<file path="src/rtl/ucr_pkg.sv">
package ucr_pkg;
    localparam int IDX_W = 3;
    localparam int IID_W = 3;

    typedef enum logic [IDX_W-1:0] {
        IDX_DATA  = 3'd0,
        IDX_IEN   = 3'd1,
        IDX_IID   = 3'd2,
        IDX_LCTL  = 3'd3,
        IDX_MCTL  = 3'd4,
        IDX_LSTAT = 3'd5,
        IDX_MSTAT = 3'd6,
        IDX_DIV   = 3'd7
    } reg_idx_e;

    localparam logic [IID_W-1:0] IID_LINE  = 3'b110;
    localparam logic [IID_W-1:0] IID_RXD   = 3'b100;
    localparam logic [IID_W-1:0] IID_THR   = 3'b010;
    localparam logic [IID_W-1:0] IID_MODEM = 3'b000;
    localparam logic [IID_W-1:0] IID_NONE  = 3'b001;

    localparam int IEN_RXD   = 0;
    localparam int IEN_THR   = 1;
    localparam int IEN_LINE  = 2;
    localparam int IEN_MODEM = 3;
    localparam int IEN_W     = 4;
endpackage

</file>
<file path="src/rtl/ucr_rx_hold.sv">
module ucr_rx_hold #(
    parameter int DATA_W = 8
) (
    input  logic              clk,
    input  logic              rst_n,
    input  logic [DATA_W-1:0] rx_byte_i,
    input  logic              rx_valid_i,
    input  logic              take_i,
    input  logic              perr_i,
    input  logic              ferr_i,
    input  logic              brk_i,
    output logic [DATA_W-1:0] data_o,
    output logic              dr_o,
    output logic              oe_o,
    output logic              pe_o,
    output logic              fe_o,
    output logic              bi_o
);
    typedef struct packed {
        logic [DATA_W-1:0] data;
        logic              dr;
        logic              oe;
        logic              pe;
        logic              fe;
        logic              bi;
    } hold_t;

    hold_t st_d, st_q;

    always_comb begin
        st_d = st_q;
        if (rx_valid_i) begin
            st_d.oe   = st_q.oe | st_q.dr;
            st_d.data = rx_byte_i;
            st_d.dr   = 1'b1;
        end else if (take_i) begin
            st_d.dr = 1'b0;
        end
        st_d.pe = st_q.pe | perr_i;
        st_d.fe = st_q.fe | ferr_i;
        st_d.bi = st_q.bi | brk_i;
    end

    always_ff @(posedge clk) begin
        if (!rst_n) st_q <= '0;
        else        st_q <= st_d;
    end

    assign data_o = st_q.data;
    assign dr_o   = st_q.dr;
    assign oe_o   = st_q.oe;
    assign pe_o   = st_q.pe;
    assign fe_o   = st_q.fe;
    assign bi_o   = st_q.bi;

    logic [3:0] errs;
    assign errs = {st_q.oe, st_q.pe, st_q.fe, st_q.bi};

    AST_OVERRUN_ON_COLLISION: assert property (@(posedge clk) disable iff (!rst_n)
        (rx_valid_i && dr_o) |=> (oe_o && dr_o));
    AST_READ_CLEARS_READY: assert property (@(posedge clk) disable iff (!rst_n)
        (take_i && !rx_valid_i) |=> !dr_o);
    AST_ERRORS_STICKY: assert property (@(posedge clk) disable iff (!rst_n)
        (errs != 4'd0) |=> ((errs & $past(errs)) == $past(errs)));
endmodule

</file>
<file path="src/rtl/ucr_cfg_regs.sv">
module ucr_cfg_regs
    import ucr_pkg::*;
#(
    parameter int BUS_W  = 32,
    parameter int LCTL_W = 8,
    parameter int MCTL_W = 8,
    parameter int DIV_W  = 16
) (
    input  logic              clk,
    input  logic              rst_n,
    input  logic              wr_i,
    input  logic [IDX_W-1:0]  idx_i,
    input  logic [BUS_W-1:0]  wdata_i,
    output logic [IEN_W-1:0]  ien_o,
    output logic [LCTL_W-1:0] lctl_o,
    output logic [MCTL_W-1:0] mctl_o,
    output logic [DIV_W-1:0]  div_o
);
    typedef struct packed {
        logic [IEN_W-1:0]  ien;
        logic [LCTL_W-1:0] lctl;
        logic [MCTL_W-1:0] mctl;
        logic [DIV_W-1:0]  div;
    } cfg_t;

    cfg_t cfg_d, cfg_q;

    always_comb begin
        cfg_d = cfg_q;
        if (wr_i) begin
            unique case (reg_idx_e'(idx_i))
                IDX_IEN:  cfg_d.ien  = wdata_i[IEN_W-1:0];
                IDX_LCTL: cfg_d.lctl = wdata_i[LCTL_W-1:0];
                IDX_MCTL: cfg_d.mctl = wdata_i[MCTL_W-1:0];
                IDX_DIV:  cfg_d.div  = wdata_i[DIV_W-1:0];
                default:  ;
            endcase
        end
    end

    always_ff @(posedge clk) begin
        if (!rst_n) cfg_q <= '0;
        else        cfg_q <= cfg_d;
    end

    assign ien_o  = cfg_q.ien;
    assign lctl_o = cfg_q.lctl;
    assign mctl_o = cfg_q.mctl;
    assign div_o  = cfg_q.div;

    AST_CFG_HOLDS_WITHOUT_WRITE: assert property (@(posedge clk) disable iff (!rst_n)
        !wr_i |=> $stable(div_o) && $stable(ien_o));
endmodule

</file>
<file path="src/rtl/ucr_irq_prio.sv">
module ucr_irq_prio
    import ucr_pkg::*;
(
    input  logic             line_err_i,
    input  logic             dr_i,
    input  logic             thre_i,
    input  logic [3:0]       modem_low_i,
    input  logic [IEN_W-1:0] ien_i,
    output logic             irq_o,
    output logic [IID_W-1:0] iid_o
);
    always_comb begin
        irq_o = 1'b1;
        if (line_err_i && ien_i[IEN_LINE])              iid_o = IID_LINE;
        else if (dr_i && ien_i[IEN_RXD])                iid_o = IID_RXD;
        else if (thre_i && ien_i[IEN_THR])              iid_o = IID_THR;
        else if ((|modem_low_i) && ien_i[IEN_MODEM])    iid_o = IID_MODEM;
        else begin
            iid_o = IID_NONE;
            irq_o = 1'b0;
        end
    end
endmodule

</file>
<file path="src/rtl/uart_regctl.sv">
module uart_regctl
    import ucr_pkg::*;
#(
    parameter int BUS_W  = 32,
    parameter int DATA_W = 8,
    parameter int DIV_W  = 16
) (
    input  logic              clk,
    input  logic              rst_n,
    input  logic              bus_sel_i,
    input  logic              bus_we_i,
    input  logic [IDX_W-1:0]  bus_idx_i,
    input  logic [BUS_W/8-1:0] bus_be_i,
    input  logic [BUS_W-1:0]  bus_wdata_i,
    output logic [BUS_W-1:0]  bus_rdata_o,
    input  logic [DATA_W-1:0] rx_byte_i,
    input  logic              rx_valid_i,
    output logic              rx_ready_o,
    output logic [DATA_W-1:0] tx_byte_o,
    output logic              tx_strobe_o,
    input  logic              par_err_i,
    input  logic              frm_err_i,
    input  logic              brk_i,
    input  logic [7:0]        modem_stat_i,
    output logic [7:0]        line_cfg_o,
    output logic [7:0]        modem_cfg_o,
    output logic [DIV_W-1:0]  divisor_o,
    output logic              irq_o
);
    localparam int LSTAT_W = 7;

    logic full_acc, rd_hit, wr_hit, take_data, send_data;
    assign full_acc  = bus_sel_i && (&bus_be_i);
    assign rd_hit    = full_acc && !bus_we_i;
    assign wr_hit    = full_acc && bus_we_i;
    assign take_data = rd_hit && (bus_idx_i == IDX_DATA);
    assign send_data = wr_hit && (bus_idx_i == IDX_DATA);

    logic [DATA_W-1:0] held;
    logic dr, oe, pe, fe, bi;

    ucr_rx_hold #(.DATA_W(DATA_W)) u_rx (
        .clk(clk), .rst_n(rst_n),
        .rx_byte_i(rx_byte_i), .rx_valid_i(rx_valid_i), .take_i(take_data),
        .perr_i(par_err_i), .ferr_i(frm_err_i), .brk_i(brk_i),
        .data_o(held), .dr_o(dr), .oe_o(oe), .pe_o(pe), .fe_o(fe), .bi_o(bi)
    );

    logic [IEN_W-1:0] ien;

    ucr_cfg_regs #(.BUS_W(BUS_W), .LCTL_W(8), .MCTL_W(8), .DIV_W(DIV_W)) u_cfg (
        .clk(clk), .rst_n(rst_n), .wr_i(wr_hit), .idx_i(bus_idx_i), .wdata_i(bus_wdata_i),
        .ien_o(ien), .lctl_o(line_cfg_o), .mctl_o(modem_cfg_o), .div_o(divisor_o)
    );

    // Transmit holding is always free: no shift engine in this block.
    logic thre, temt, line_err;
    assign thre     = 1'b1;
    assign temt     = 1'b1;
    assign line_err = oe | pe | fe | bi;

    logic [IID_W-1:0] iid;

    ucr_irq_prio u_prio (
        .line_err_i(line_err), .dr_i(dr), .thre_i(thre),
        .modem_low_i(modem_stat_i[3:0]), .ien_i(ien),
        .irq_o(irq_o), .iid_o(iid)
    );

    typedef struct packed {
        logic              strobe;
        logic [DATA_W-1:0] byte_v;
    } tx_t;

    tx_t tx_d, tx_q;

    always_comb begin
        tx_d        = tx_q;
        tx_d.strobe = send_data;
        if (send_data) tx_d.byte_v = bus_wdata_i[DATA_W-1:0];
    end

    always_ff @(posedge clk) begin
        if (!rst_n) tx_q <= '0;
        else        tx_q <= tx_d;
    end

    assign tx_strobe_o = tx_q.strobe;
    assign tx_byte_o   = tx_q.byte_v;
    assign rx_ready_o  = !dr;

    logic [LSTAT_W-1:0] lstat;
    assign lstat = {temt, thre, bi, fe, pe, oe, dr};

    always_comb begin
        bus_rdata_o = '0;
        if (rd_hit) begin
            unique case (reg_idx_e'(bus_idx_i))
                IDX_DATA:  bus_rdata_o[DATA_W-1:0]  = held;
                IDX_IID:   bus_rdata_o[IID_W-1:0]   = iid;
                IDX_LSTAT: bus_rdata_o[LSTAT_W-1:0] = lstat;
                IDX_MSTAT: bus_rdata_o[7:0]         = modem_stat_i;
                default:   ;
            endcase
        end
    end

    logic unused_modem_hi;
    assign unused_modem_hi = ^modem_stat_i[7:4];

    AST_TX_FROM_WRITE: assert property (@(posedge clk) disable iff (!rst_n)
        tx_strobe_o |-> $past(send_data));
    AST_LINE_ERR_FIRST: assert property (@(posedge clk) disable iff (!rst_n)
        (line_err && ien[IEN_LINE]) |-> (irq_o && iid == IID_LINE));
    AST_NO_SRC_QUIET: assert property (@(posedge clk) disable iff (!rst_n)
        (iid == IID_NONE) |-> !irq_o);
    AST_READY_AFTER_DRAIN: assert property (@(posedge clk) disable iff (!rst_n)
        (take_data && !rx_valid_i) |=> rx_ready_o);
endmodule

</file>
<file path="config.mk">
export PLATFORM = sky130hd
export DESIGN_NAME = uart_regctl
export DESIGN_NICKNAME = d
export VERILOG_FILES = /design/src/rtl/ucr_pkg.sv /design/src/rtl/ucr_rx_hold.sv /design/src/rtl/ucr_cfg_regs.sv /design/src/rtl/ucr_irq_prio.sv /design/src/rtl/uart_regctl.sv
export SDC_FILE = /design/constraint.sdc
export NUM_CORES = 1
export LEC_CHECK = 0
export ABC_AREA = 1
export CELL_PAD_IN_SITES_DETAIL_PLACEMENT = 1
export CELL_PAD_IN_SITES_GLOBAL_PLACEMENT = 1
export CORE_MARGIN = 4
export CORE_UTILIZATION = 40
export DETAILED_ROUTE_END_ITERATION = 7
export DONT_BUFFER_PORTS = 1
export PLACE_DENSITY = 0.73
export RECOVER_POWER = 50
export SYNTH_ARGS = -nofsm -noshare
export SYNTH_HDL_FRONTEND = slang
export SYNTH_SLANG_ARGS = --single-unit
</file>
<file path="constraint.sdc">
create_clock -name clk -period 2.9 [get_ports clk]
set_input_delay 0.435 -clock clk [delete_from_list [all_inputs] [get_ports clk]]
set_output_delay 0.435 -clock clk [all_outputs]
set_load 0.01 [all_outputs]
</file>
# Word level (Yosys, flattened, before mapping)
# Index checks and enable logic that the tools add are counted.
# totals
reg_bits	58
wordCells	58
out_inout_bits	75
inputBits	63
# classes
mux	14
eq_ne	7
n_reduce_logical	18
n_bitwise	7
# op_table
operator	n
3-bit == test, second input constant	4
3-bit one-hot mux with 4 select lines	1
4-bit one-hot mux with 3 select lines	1
3-bit 2-to-1 mux	3
1-bit logical AND	8
8-bit 2-to-1 mux	1
2-bit AND reduction	4
1-bit 2-to-1 mux	7
1-bit OR	7
3-bit by 2-bit == test with 1-bit output, second input constant	2
4-bit AND reduction	1
4-bit OR reduction	1
3-bit by 1-bit == test with 1-bit output, second input constant	1
3-bit zero test	1
1-bit zero test	2
1-bit one-hot mux with 2 select lines	1
2-bit nonzero test	1

# Depth between registers and ports, before layout
# Gate-level depths: netlist of the first run.
# logic_depth
ltp_word	8
depth_mapped	7

# Modules after synthesis
# From an unflattened synthesis of the first run, not the netlist that was laid out.
# hier_totals
cells_unflattened	456
hier_area_um2	3002.9
# by_module_without_submodules
mod	area_per_inst_um2	seq_area_each_um2	cells_each	instances
ucr_cfg_regs	1534.0	720.7	222	1
uart_regctl	967.2	180.2	169	1
ucr_rx_hold	429.2	260.2	51	1
ucr_irq_prio	72.6	0.0	14	1

# Least setup slack after synthesis of the first run
# No wires, ideal clock.
# synth_timing
path_kind	in2out
from	in bus_idx_i[2]
to	out bus_rdata_o[0]
t_arrival_ps	1424
path_stages	6
setup_slack_ps	1041
cell_sequence	buf_4 nor3_2 inv_1 nand3_1 nand2_1 a21oi_1
# synth_between
elab_chain_len	3
elab_cells_between_ends	6
# synth_lines
item	line	text
from (decl)	uart_regctl.sv:12	input logic [IDX_W-1:0] bus_idx_i,
3-bit == test, or another cell as far along	uart_regctl.sv:98	unique case (reg_idx_e'(bus_idx_i))
3-bit one-hot mux with 4 select lines (*)	uart_regctl.sv:98	
8-bit 2-to-1 mux (*)	uart_regctl.sv:97	if (rd_hit) begin
to (decl)	uart_regctl.sv:15	output logic [BUS_W-1:0] bus_rdata_o,
# Every way passes the cells marked *; elsewhere a longest branch is shown, timed or not.

# Final worst setup path of the first run
# layout_timing
from	in bus_idx_i[1]
to	out bus_rdata_o[4]
# layout_between
elab_chain_len	3
elab_cells_between_ends	5
# layout_lines
item	line
3-bit == test or 3-bit zero test (tied branches)	uart_regctl.sv:98
4-bit one-hot mux with 3 select lines (*)	uart_regctl.sv:98
8-bit 2-to-1 mux (*)	uart_regctl.sv:97
# Marks and branches as above.

==> results of run 1 <==
==> power groups by stage <==
stage                     logic, mW  registers [mW]  clock network [mW]
final                        0.0887           0.819               0.767
after floorplan               0.111           0.834                   0
after CTS                    0.0883           0.819               0.783
after global placement       0.0862           0.836                   0
after global routing          0.101           0.820               0.828
after detailed placement     0.0880           0.837                   0
==> cell usage in the layout (no fill, tap or decap) <==
cell type    n
nand3_2      2
nand3_4      1
a21oi_1     51
nor2_1      35
nand4_1     45
clkinvlp_4   1
o21ai_0     10
nand3_1      9
buf_4        5
conb_1      24
nor2_4       1
clkinv_2     3
a22o_1       1
nor3_4       2
inv_1       12
nor3_1       2
nor3_2       2
clkinv_1     1
clkbuf_8    11
nor2_2       1
inv_2        3
nand2_1     81
dfxtp_1     58
bufinv_16    1
==> worst max-delay path, delay by kind of cell <==
kind | cells | cell delay, ps
simple gates | 3 | 930
buf+inv | 1 | 140
compound gates | 1 | 90
==> kinds of logic (layout without fill, tap and decap cells) <==
logic type             count (synthesis)  after routing  synth area share
AO/OA/AOI/OAI                         62             62             0.116
buffers and inverters                 60             37             0.133
flip-flops                            58             58             0.428
other                                  1             24           0.00138
AND/OR/NAND/NOR                      181            181             0.322
==> metrics by stage <==
stage | util | worst slack [ps] | instances | hold slack [ps] | total power [mW]
3_3_place_gp | 0.409 | 879 | 423 | 457 | 0.923
2_1_floorplan | - | 1040 | 385 | 441 | 0.944
6_report | 0.440 | 881 | 439 | 222 | 1.67
5_1_grt | 0.440 | 708 | 439 | 221 | 1.75
4_1_cts | 0.440 | 869 | 439 | 212 | 1.69
3_5_place_dp | 0.409 | 878 | 423 | 458 | 0.925
==> metal layers <==
layer	up-vias	GRT usage	share of wire
met4	0	0.0446	0.0084
met5	-	0	0
met3	6	0.104	0.099
met1	1129	0.238	0.44
met2	86	0.297	0.46
li1	1173	-	-
==> how the worst min path moves through the flow <==
stage / to / startpoint / slack, ps / cells past startpoint
after global routing: u_rx.data_o[2] / rx_byte_i[2] / 220 / 2
after CTS: u_rx.bi_o / brk_i / 210 / 2
after detailed placement: u_cfg.ien_o[3] / u_cfg.ien_o[3] / 460 / 2
after floorplan: u_cfg.ien_o[3] / u_cfg.ien_o[3] / 440 / 2
after global placement: u_cfg.ien_o[2] / u_cfg.ien_o[2] / 460 / 2
final: u_rx.fe_o / frm_err_i / 220 / 2
==> flip-flops by register name (all words and copies together), names as in the netlist <==
signal        count
tx_byte_o         8
tx_strobe_o       1
u_cfg.div_o      16
u_cfg.ien_o       4
u_cfg.lctl_o      8
u_cfg.mctl_o      8
u_rx.bi_o         1
u_rx.data_o       8
u_rx.dr_o         1
u_rx.fe_o         1
u_rx.oe_o         1
u_rx.pe_o         1
==> area by class of cell <==
type                    count  area [sq um]  share of cell area
well taps                  77          96.3              0.0339
clock inverters             5          52.6              0.0185
repair buffers              5          37.5              0.0132
clock buffers              11           151              0.0533
inverters                  16          60.1              0.0211
flip-flops and latches     58          1160               0.408
multi-input cells         267          1280               0.452
==> impl_metrics.py, run 1 <==
metrics = {
    "sta": {
        "rsz0062_at_grt": "no",
        "min_period_over_period": 0.696,
        "tightest_slew_ps": 1590,
        "max_freq_mhz": 495,
        "setup-tns-final_ps": 0,
        "final_hold_viol_count": 0,
        "drv_slew": 51,
        "maxSlewHeadroom": -0.0624,
        "fin_skew_ps": 2.80,
        "setup_viol": 0,
        "layout_min_cycle_time_ps": 2020,
    },
    "placed_design": {
        "post_dp_cell_area_sq_um": 2640,
        "dpl.hpwl_mm": 5.47,
        "portBuffers": 0,
        "place_congestion": 0.783,
    },
    "clocking": {
        "clock_latency_ps": 330,
        "numCtsBuffers": 9,
        "cts_tree": "built",
        "cts_resized": 0,
        "htreeDepth": 3,
        "clk_transition_reported_paths_ps": 60,
        "root_buffer": "clkbuf_8",
        "postCtsSetupRepairBufs": 0,
        "cts_buffer_depth": 2,
        "cts_hold_buf": 0,
        "cts.sinks": 58,
    },
    "global_routing": {
        "antenna_found_initial": 0,
        "grt_max_degree": 51,
        "grt_pass1_wl_mm": 12.7,
        "grt.overflow.total": 0,
        "grt_util_all_layers": 0.193,
        "grt_pass1_vias": 2387,
    },
    "critical_path": {
        "crit_fanout": 11,
        "end_kind": "primary output",
        "worstSetupStartpoint": "bus_idx_i[1]",
        "rrSetupSlack_ps": 2170,
        "cp-endpoint": "bus_rdata_o[4]",
        "slowest_delay_ps": 590,
        "r2r-end": "u_cfg.div_o[15]",
        "r2r_start": "u_cfg.div_o[15]",
        "cp-start-kind": "input pin",
        "criticalPathCategory": "input pin to primary output",
        "critPathRequiredTime_ps": 2470,
        "arrival_ps": 1580,
        "worst_r2r_path_depth": 2,
        "path_cells": "nor3_2 -> inv_1 -> nand2_1 -> o21ai_0 -> nor2_1",
        "critical-path-slowest-cell": "nor3_2",
    },
    "hold_path": {
        "hp-class": "input pin to register",
    },
    "yosys": {
        "syn_area_sq_um": 2710,
        "synth-seq-area-share": 0.428,
        "yosys_warnings": 0,
        "synth_area_leaders": "dfxtp_1, nand2_1, nand4_1, a21oi_1, buf_4",
        "yosys_register_bits": 58,
        "synth_common_cells": "nand2_1, dfxtp_1, a21oi_1, nand4_1, nor2_1",
        "synthArstFlopShare": 0,
        "synth_top_area_share": 0.428,
        "synth.distinct_cells": 23,
        "synth_edf_count": 0,
        "avgSynthCellArea_sq_um": 7.50,
        "synthFlopType": "dfxtp_1",
        "synth_most_common_cell": "nand2_1",
        "syn_inst": 362,
        "yosys.area.top_type": "dfxtp_1",
    },
    "route": {
        "routed_via_density": 5.45,
        "vias": 2394,
        "wl_mm": 7.86,
        "drc": 0,
        "drt_first_pass_iters": 5,
        "drtIter0Drc": 102,
        "final_antenna_net_count": 0,
        "wire_per_inst_microns": 17.9,
    },
    "die": {
        "die_x_microns": 90.4,
        "io_pins": 138,
        "fp.dieH_microns": 90.4,
        "die-area_sq_um": 8170,
        "fp-row-count": 29,
        "initial_core_util": 0.420,
        "core_area_sq_um": 6460,
    },
    "final_layout": {
        "syn_to_final_growth_pct": 4.75,
        "fin_nets": 420,
        "diodes": 0,
        "drive_gt1_frac": 0.0912,
        "fin_area_sq_um": 2840,
        "n_fill_cell": 845,
    },
    "status": {
        "status": "finished, violations left",
        "violations": "capacitance limit, slew limit",
    },
    "power_and_ir_drop": {
        "p_comb_frac": 0.053,
        "ir_worst_vdd_v": 0.000418,
        "p_clk_frac": 0.458,
        "swShare": 0.242,
        "p_sw_uw": 405,
        "p_leak_nw": 1.04,
        "p_int_mw": 1.27,
        "power_frac_seq": 0.489,
        "power_density_nw_per_um2": 589,
    },
    "run": {
        "maxCapViolCount": 1,
    },
}
Power figures use the tool's default switching activity.
==> inputs of run 2 (changes only) <==
--- a/config.mk
+++ b/config.mk
@@ -5,14 +5,14 @@
 export SDC_FILE = /design/constraint.sdc
 export NUM_CORES = 1
 export LEC_CHECK = 0
-export ABC_AREA = 1
+export ABC_AREA = 0
 export CELL_PAD_IN_SITES_DETAIL_PLACEMENT = 1
 export CELL_PAD_IN_SITES_GLOBAL_PLACEMENT = 1
 export CORE_MARGIN = 4
 export CORE_UTILIZATION = 40
 export DETAILED_ROUTE_END_ITERATION = 7
 export DONT_BUFFER_PORTS = 1
-export PLACE_DENSITY = 0.73
+export PLACE_DENSITY = 0.7
 export RECOVER_POWER = 50
 export SYNTH_ARGS = -nofsm -noshare
 export SYNTH_HDL_FRONTEND = slang
==> constraint.sdc (replaced) <==
create_clock -name clk -period 2.1 [get_ports clk]
set_input_delay 0.315 -clock clk [delete_from_list [all_inputs] [get_ports clk]]
set_output_delay 0.315 -clock clk [all_outputs]
set_load 0.01 [all_outputs]
==> run 2 against run 1 <==
Largest power group is now clock. Critical endpoint is now bus_rdata_o[0]. Die area is 0.88% higher. Via count is 16% lower. Hold slack worse by 130 ps. Sequential share of layout area shrank 1.5 points. The run now ends clean. Non-clock buffer count up 2. Critical path type is now register to primary output.
==> impl_metrics.py, run 2 <==
metrics = {
    "status": {
        "status": "finished, final reports clean",
    },
    "placed_design": {
        "portBuffers": 0,
        "place_congestion": 0.748,
        "dp_cells": 359,
        "dpl.hpwl_mm": 4.73,
        "post_dp_cell_area_sq_um": 2720,
        "dp_slack_ps": 381,
    },
    "die": {
        "die_x_microns": 90.8,
        "initial_core_util": 0.422,
        "fp.dieH_microns": 90.8,
        "io_pins": 138,
        "die-area_sq_um": 8240,
        "core_area_sq_um": 6490,
        "fp-row-count": 29,
    },
    "global_routing": {
        "grt.overflow.total": 0,
        "grt_pass1_vias": 2001,
        "grt_max_degree": 75,
        "antenna_found_initial": 0,
        "grt_util_all_layers": 0.161,
        "grt_pass1_wl_mm": 10.5,
    },
    "yosys": {
        "yosys_register_bits": 58,
        "yosys_warnings": 0,
        "synth_top_area_share": 0.424,
        "synthFlopType": "dfxtp_1",
        "syn_area_sq_um": 2740,
        "synth_common_cells": "nand2_1, dfxtp_1, mux2i_1, buf_4, nor2b_1",
        "yosys.area.top_type": "dfxtp_1",
        "synthArstFlopShare": 0,
        "synth-seq-area-share": 0.424,
        "synth_edf_count": 0,
        "synth_area_leaders": "dfxtp_1, mux2i_1, nand2_1, buf_4, nor4_4",
        "avgSynthCellArea_sq_um": 9.32,
        "synth.distinct_cells": 39,
        "syn_inst": 294,
        "synth_most_common_cell": "nand2_1",
    },
    "final_layout": {
        "final_cell_mix": "nand2_1, dfxtp_1, mux2i_1, conb_1",
        "syn_to_final_growth_pct": 7.85,
        "fin_area_sq_um": 2960,
        "final_common_cell": "nand2_1",
        "final_util": 0.455,
        "diodes": 0,
        "drive_gt1_frac": 0.0940,
        "instances_no_fill": 375,
        "fin_nets": 356,
        "largest_reg_flops": 16,
    },
    "power_and_ir_drop": {
        "power_density_nw_per_um2": 893,
        "total_power_mw": 2.64,
        "ir_worst_vdd_v": 0.000388,
        "p_leak_nw": 1.06,
    },
    "route": {
        "routed_via_density": 5.35,
        "wire_per_inst_microns": 18.0,
        "drtIter0Drc": 56,
        "drt_first_pass_iters": 4,
        "final_antenna_net_count": 0,
        "vias": 2007,
        "wl_mm": 6.76,
        "drc": 0,
    },
    "clocking": {
        "root_buffer": "clkbuf_8",
        "clk_transition_reported_paths_ps": 70,
        "cts_buffer_depth": 2,
        "numCtsBuffers": 9,
        "cts.sinks": 58,
        "htreeDepth": 3,
        "clock_latency_ps": 330,
        "cts_tree": "built",
        "postCtsSetupRepairBufs": 0,
    },
    "sta": {
        "tightest_slew_ps": 1340,
        "min_period_over_period": 0.948,
        "whs_ps": 93.1,
        "setup_viol": 0,
        "drv_slew": 0,
        "setup-tns-final_ps": 0,
        "max_freq_mhz": 502,
        "fin_skew_ps": 0.579,
        "final_hold_viol_count": 0,
        "maxSlewHeadroom": 0.0967,
        "layout_min_cycle_time_ps": 1990,
        "rsz0062_at_grt": "no",
        "fin_ws_ps": 109,
    },
    "critical_path": {
        "arrival_ps": 1680,
        "end_kind": "primary output",
        "criticalPathCategory": "register to primary output",
        "crit_fanout": 4,
        "cp-start-kind": "register",
        "critPathRequiredTime_ps": 1780,
    },
    "run": {
        "maxCapViolCount": 0,
    },
    "hold_path": {
        "hp-class": "input pin to register",
    },
}
-- run 2: cell types whose count changed in the layout (fill, tap and decap cells not counted), moves of 6 or more --
cell     previous run  this run
a21oi_1            51         5
inv_1              12         3
mux2i_1             0        52
nand2_1            81        69
nand3_1             9         3
nand4_1            45         1
nor2_1             35         1
nor2b_1             0        10
nor3b_1             0         8
-- run 2: critical path, stage by stage (launching register included) --
cell and delay, ps:
dfxtp_2 340, o41ai_2 340, buf_4 170, nand4_1 100, a221oi_2 250, buf_4 160
-- run 2: path summary, 6_finish.rpt --
check                       from              to  slack [ps]  cells after the start
setup / recovery       u_rx.oe_o  bus_rdata_o[0]         110                      5
hold / removal         frm_err_i       u_rx.fe_o          90                      1
setup reg to reg       u_rx.dr_o       u_rx.dr_o        1360                      1
hold reg to reg   u_cfg.ien_o[0]  u_cfg.ien_o[0]         490                      2
-- run 2: routing by layer --
layer  part of all wire  vias to the layer above  global-route usage  routed length, microns
met5                  0                        -                   0                       0
met4              0.013                        0              0.0804                      89
met3              0.096                       10              0.0675                     650
met2               0.48                       82               0.256                    3220
met1               0.41                      964               0.186                    2800
li1                   -                      951                   -                       -
-- run 2: final cells by class --
cell class,instances,area (sq um)
clock buffers,10,138
inverters,3,11.3
multi-input cells,214,1370
flip-flops and latches,58,1160
well taps,77,96.3
fillers,742,3540
clock inverters,6,136
repair buffers,7,37.5
-- run 2: repair_timing --
action,in CTS,in global routing
hold buffers,0,0
setup endpoints to repair,0,1
resized for setup,0,4
-- run 2: logic make-up after synthesis --
logic type,synth area share
compound gates,0.0653
other cells,0.00137
flops,0.424
mux,0.190
buf+inv,0.100
simple gates,0.220
-- run 2: power by group --
part / total [mW] / switching (mW) / internal [mW]
clock: 1.41 / 0.462 / 0.945
sequential: 1.13 / 0.0146 / 1.12
combinational: 0.0999 / 0.0618 / 0.0381
==> inputs of run 3 (changes only) <==
--- a/config.mk
+++ b/config.mk
@@ -8,8 +8,8 @@
 export ABC_AREA = 0
 export CELL_PAD_IN_SITES_DETAIL_PLACEMENT = 1
 export CELL_PAD_IN_SITES_GLOBAL_PLACEMENT = 1
-export CORE_MARGIN = 4
 export CORE_UTILIZATION = 40
+export CTS_BUF_LIST = sky130_fd_sc_hd__clkbuf_4 sky130_fd_sc_hd__clkbuf_8
 export DETAILED_ROUTE_END_ITERATION = 7
 export DONT_BUFFER_PORTS = 1
 export PLACE_DENSITY = 0.7
==> run 3 against run 2 <==
Maximum frequency rose by 0.26%. Die area is 13% lower. Largest power group unchanged. Critical endpoint unchanged. The flow now finishes with violations (DRC). Flip-flop and latch count unchanged.
==> impl_metrics.py, run 3 (synthesized netlist as in run 2, its figures left out) <==
metrics = {
    "global_routing": {
        "grt_max_degree": 75,
        "grt_util_all_layers": 0.182,
        "grt_pass1_vias": 2001,
        "antenna_found_initial": 0,
        "grt.overflow.total": 0,
        "grt_pass1_wl_mm": 10.1,
    },
    "route": {
        "wl_met1_mm": 2.67,
        "vias": 1985,
        "drc": 10,
        "route.met3.wl_microns": 566,
        "routed_via_density": 5.32,
        "drtIter0Drc": 87,
        "wl_mm": 6.23,
        "highest_layer": "met4",
        "wl_met2_mm": 2.91,
        "wire_per_inst_microns": 16.7,
        "drt_first_pass_iters": 6,
        "final_antenna_net_count": 0,
    },
    "placed_design": {
        "dpl.hpwl_mm": 4.30,
        "place_congestion": 0.741,
        "portBuffers": 0,
    },
    "die": {
        "die_x_microns": 84.8,
        "core_area_sq_um": 6490,
        "io_pins": 138,
        "fp-row-count": 29,
        "die-area_sq_um": 7190,
        "fp.dieH_microns": 84.8,
        "initial_core_util": 0.422,
    },
    "critical_path": {
        "critical-path-slowest-cell": "o41ai_2",
        "arrival_ps": 1670,
        "critPathRequiredTime_ps": 1780,
        "crit_fanout": 4,
        "end_kind": "primary output",
        "cp-start-kind": "register",
        "slowest_delay_ps": 490,
        "path_cells": "o41ai_2 -> nand4_1 -> a221oi_2",
        "criticalPathCategory": "register to primary output",
    },
    "power_and_ir_drop": {
        "p_sw_uw": 525,
        "ir_worst_vdd_v": 0.000317,
        "p_int_mw": 1.88,
        "power_density_nw_per_um2": 829,
        "power_frac_seq": 0.470,
        "p_leak_nw": 1.02,
        "p_comb_frac": 0.041,
        "p_clk_frac": 0.489,
        "total_power_mw": 2.41,
        "swShare": 0.218,
    },
    "final_layout": {
        "final_cell_mix": "nand2_1, dfxtp_1, mux2i_1, conb_1",
        "drive_gt1_frac": 0.0811,
        "final_util": 0.447,
        "final_common_cell": "nand2_1",
        "largest_reg_flops": 16,
        "fin_nets": 354,
        "n_fill_cell": 774,
        "diodes": 0,
        "syn_to_final_growth_pct": 5.94,
    },
    "sta": {
        "maxSlewHeadroom": 0.169,
        "final_hold_viol_count": 0,
        "drv_slew": 0,
        "rsz0062_at_grt": "no",
        "setup_viol": 0,
        "layout_min_cycle_time_ps": 1990,
        "setup-tns-final_ps": 0,
        "min_period_over_period": 0.946,
        "tightest_slew_ps": 1250,
        "max_freq_mhz": 504,
        "fin_skew_ps": 0.179,
    },
    "clocking": {
        "numCtsBuffers": 9,
        "clock_latency_ps": 330,
        "cts.sinks": 58,
        "root_buffer": "clkbuf_8",
        "cts_buffer_depth": 2,
        "htreeDepth": 3,
        "clk_transition_reported_paths_ps": 70,
        "cts_tree": "built",
    },
    "run": {
        "maxCapViolCount": 0,
    },
    "hold_path": {
        "hp-class": "input pin to register",
    },
    "status": {
        "violations": "DRC",
        "status": "finished, violations left",
    },
}
## run 3: final timing paths
kind | from | endpoint | slack [ps] | depth (start not counted)
setup / recovery | u_rx.oe_o | bus_rdata_o[0] | 110 | 3
hold / removal | par_err_i | u_rx.pe_o | 90 | 1
setup reg to reg | u_rx.dr_o | u_rx.dr_o | 1330 | 1
hold reg to reg | u_cfg.ien_o[3] | u_cfg.ien_o[3] | 490 | 2
## run 3: what timing repair did
| item | 4_1_cts | 5_1_grt |
|---|---|---|
| hold buffers | 0 | 0 |
| gates cloned | 0 | 0 |
| endpoints found under the setup margin | 1 | 1 |
| gates resized for setup | 1 | 1 |
| setup buffers | 0 | 0 |
## run 3: worst max-delay path: cells and delay by family, from the launching register on
family | cells | cell delay [ps]
AO/OA/AOI/OAI | 2 | 840
AND/OR/NAND/NOR | 1 | 170
flip-flops | 1 | 340
## run 3: area by class of cell
| type | count | area [sq um] | share of cell area |
|---|---|---|---|
| sequential | 58 | 1160 | 0.400 |
| timing repair buffer | 5 | 18.8 | 0.00647 |
| multi-input combinational | 214 | 1390 | 0.478 |
| clock buffer | 12 | 153 | 0.0526 |
| tap | 77 | 96.3 | 0.0332 |
| clock inverter | 4 | 75.1 | 0.0259 |
| inverter | 3 | 11.3 | 0.00388 |
## run 3: layer usage
layer / track usage / vias up
li1: - / 953
met4: 0.0786 / 0
met3: 0.0777 / 7
met5: 0 / -
met2: 0.299 / 85
met1: 0.208 / 940
## run 3: power groups by stage
| stage | logic (mW) | clock network, mW | registers [mW] |
|---|---|---|---|
| floorplan | 0.153 | 0 | 1.15 |
| detailed placement | 0.102 | 0 | 1.16 |
| global placement | 0.0998 | 0 | 1.15 |
| finish | 0.0991 | 1.18 | 1.13 |
| CTS | 0.102 | 1.21 | 1.13 |
| global route | 0.112 | 1.26 | 1.13 |
## run 3: per-stage QoR
stage	setup slack, ps	instance area (sq um)	hold slack (ps)	instances
after floorplan	438	2830	425	317
after global placement	266	2700	426	357
after detailed placement	246	2700	430	357
after CTS	33.8	2940	75.6	373
after global routing	39.2	2900	78.5	373
final	114	2900	90.9	373
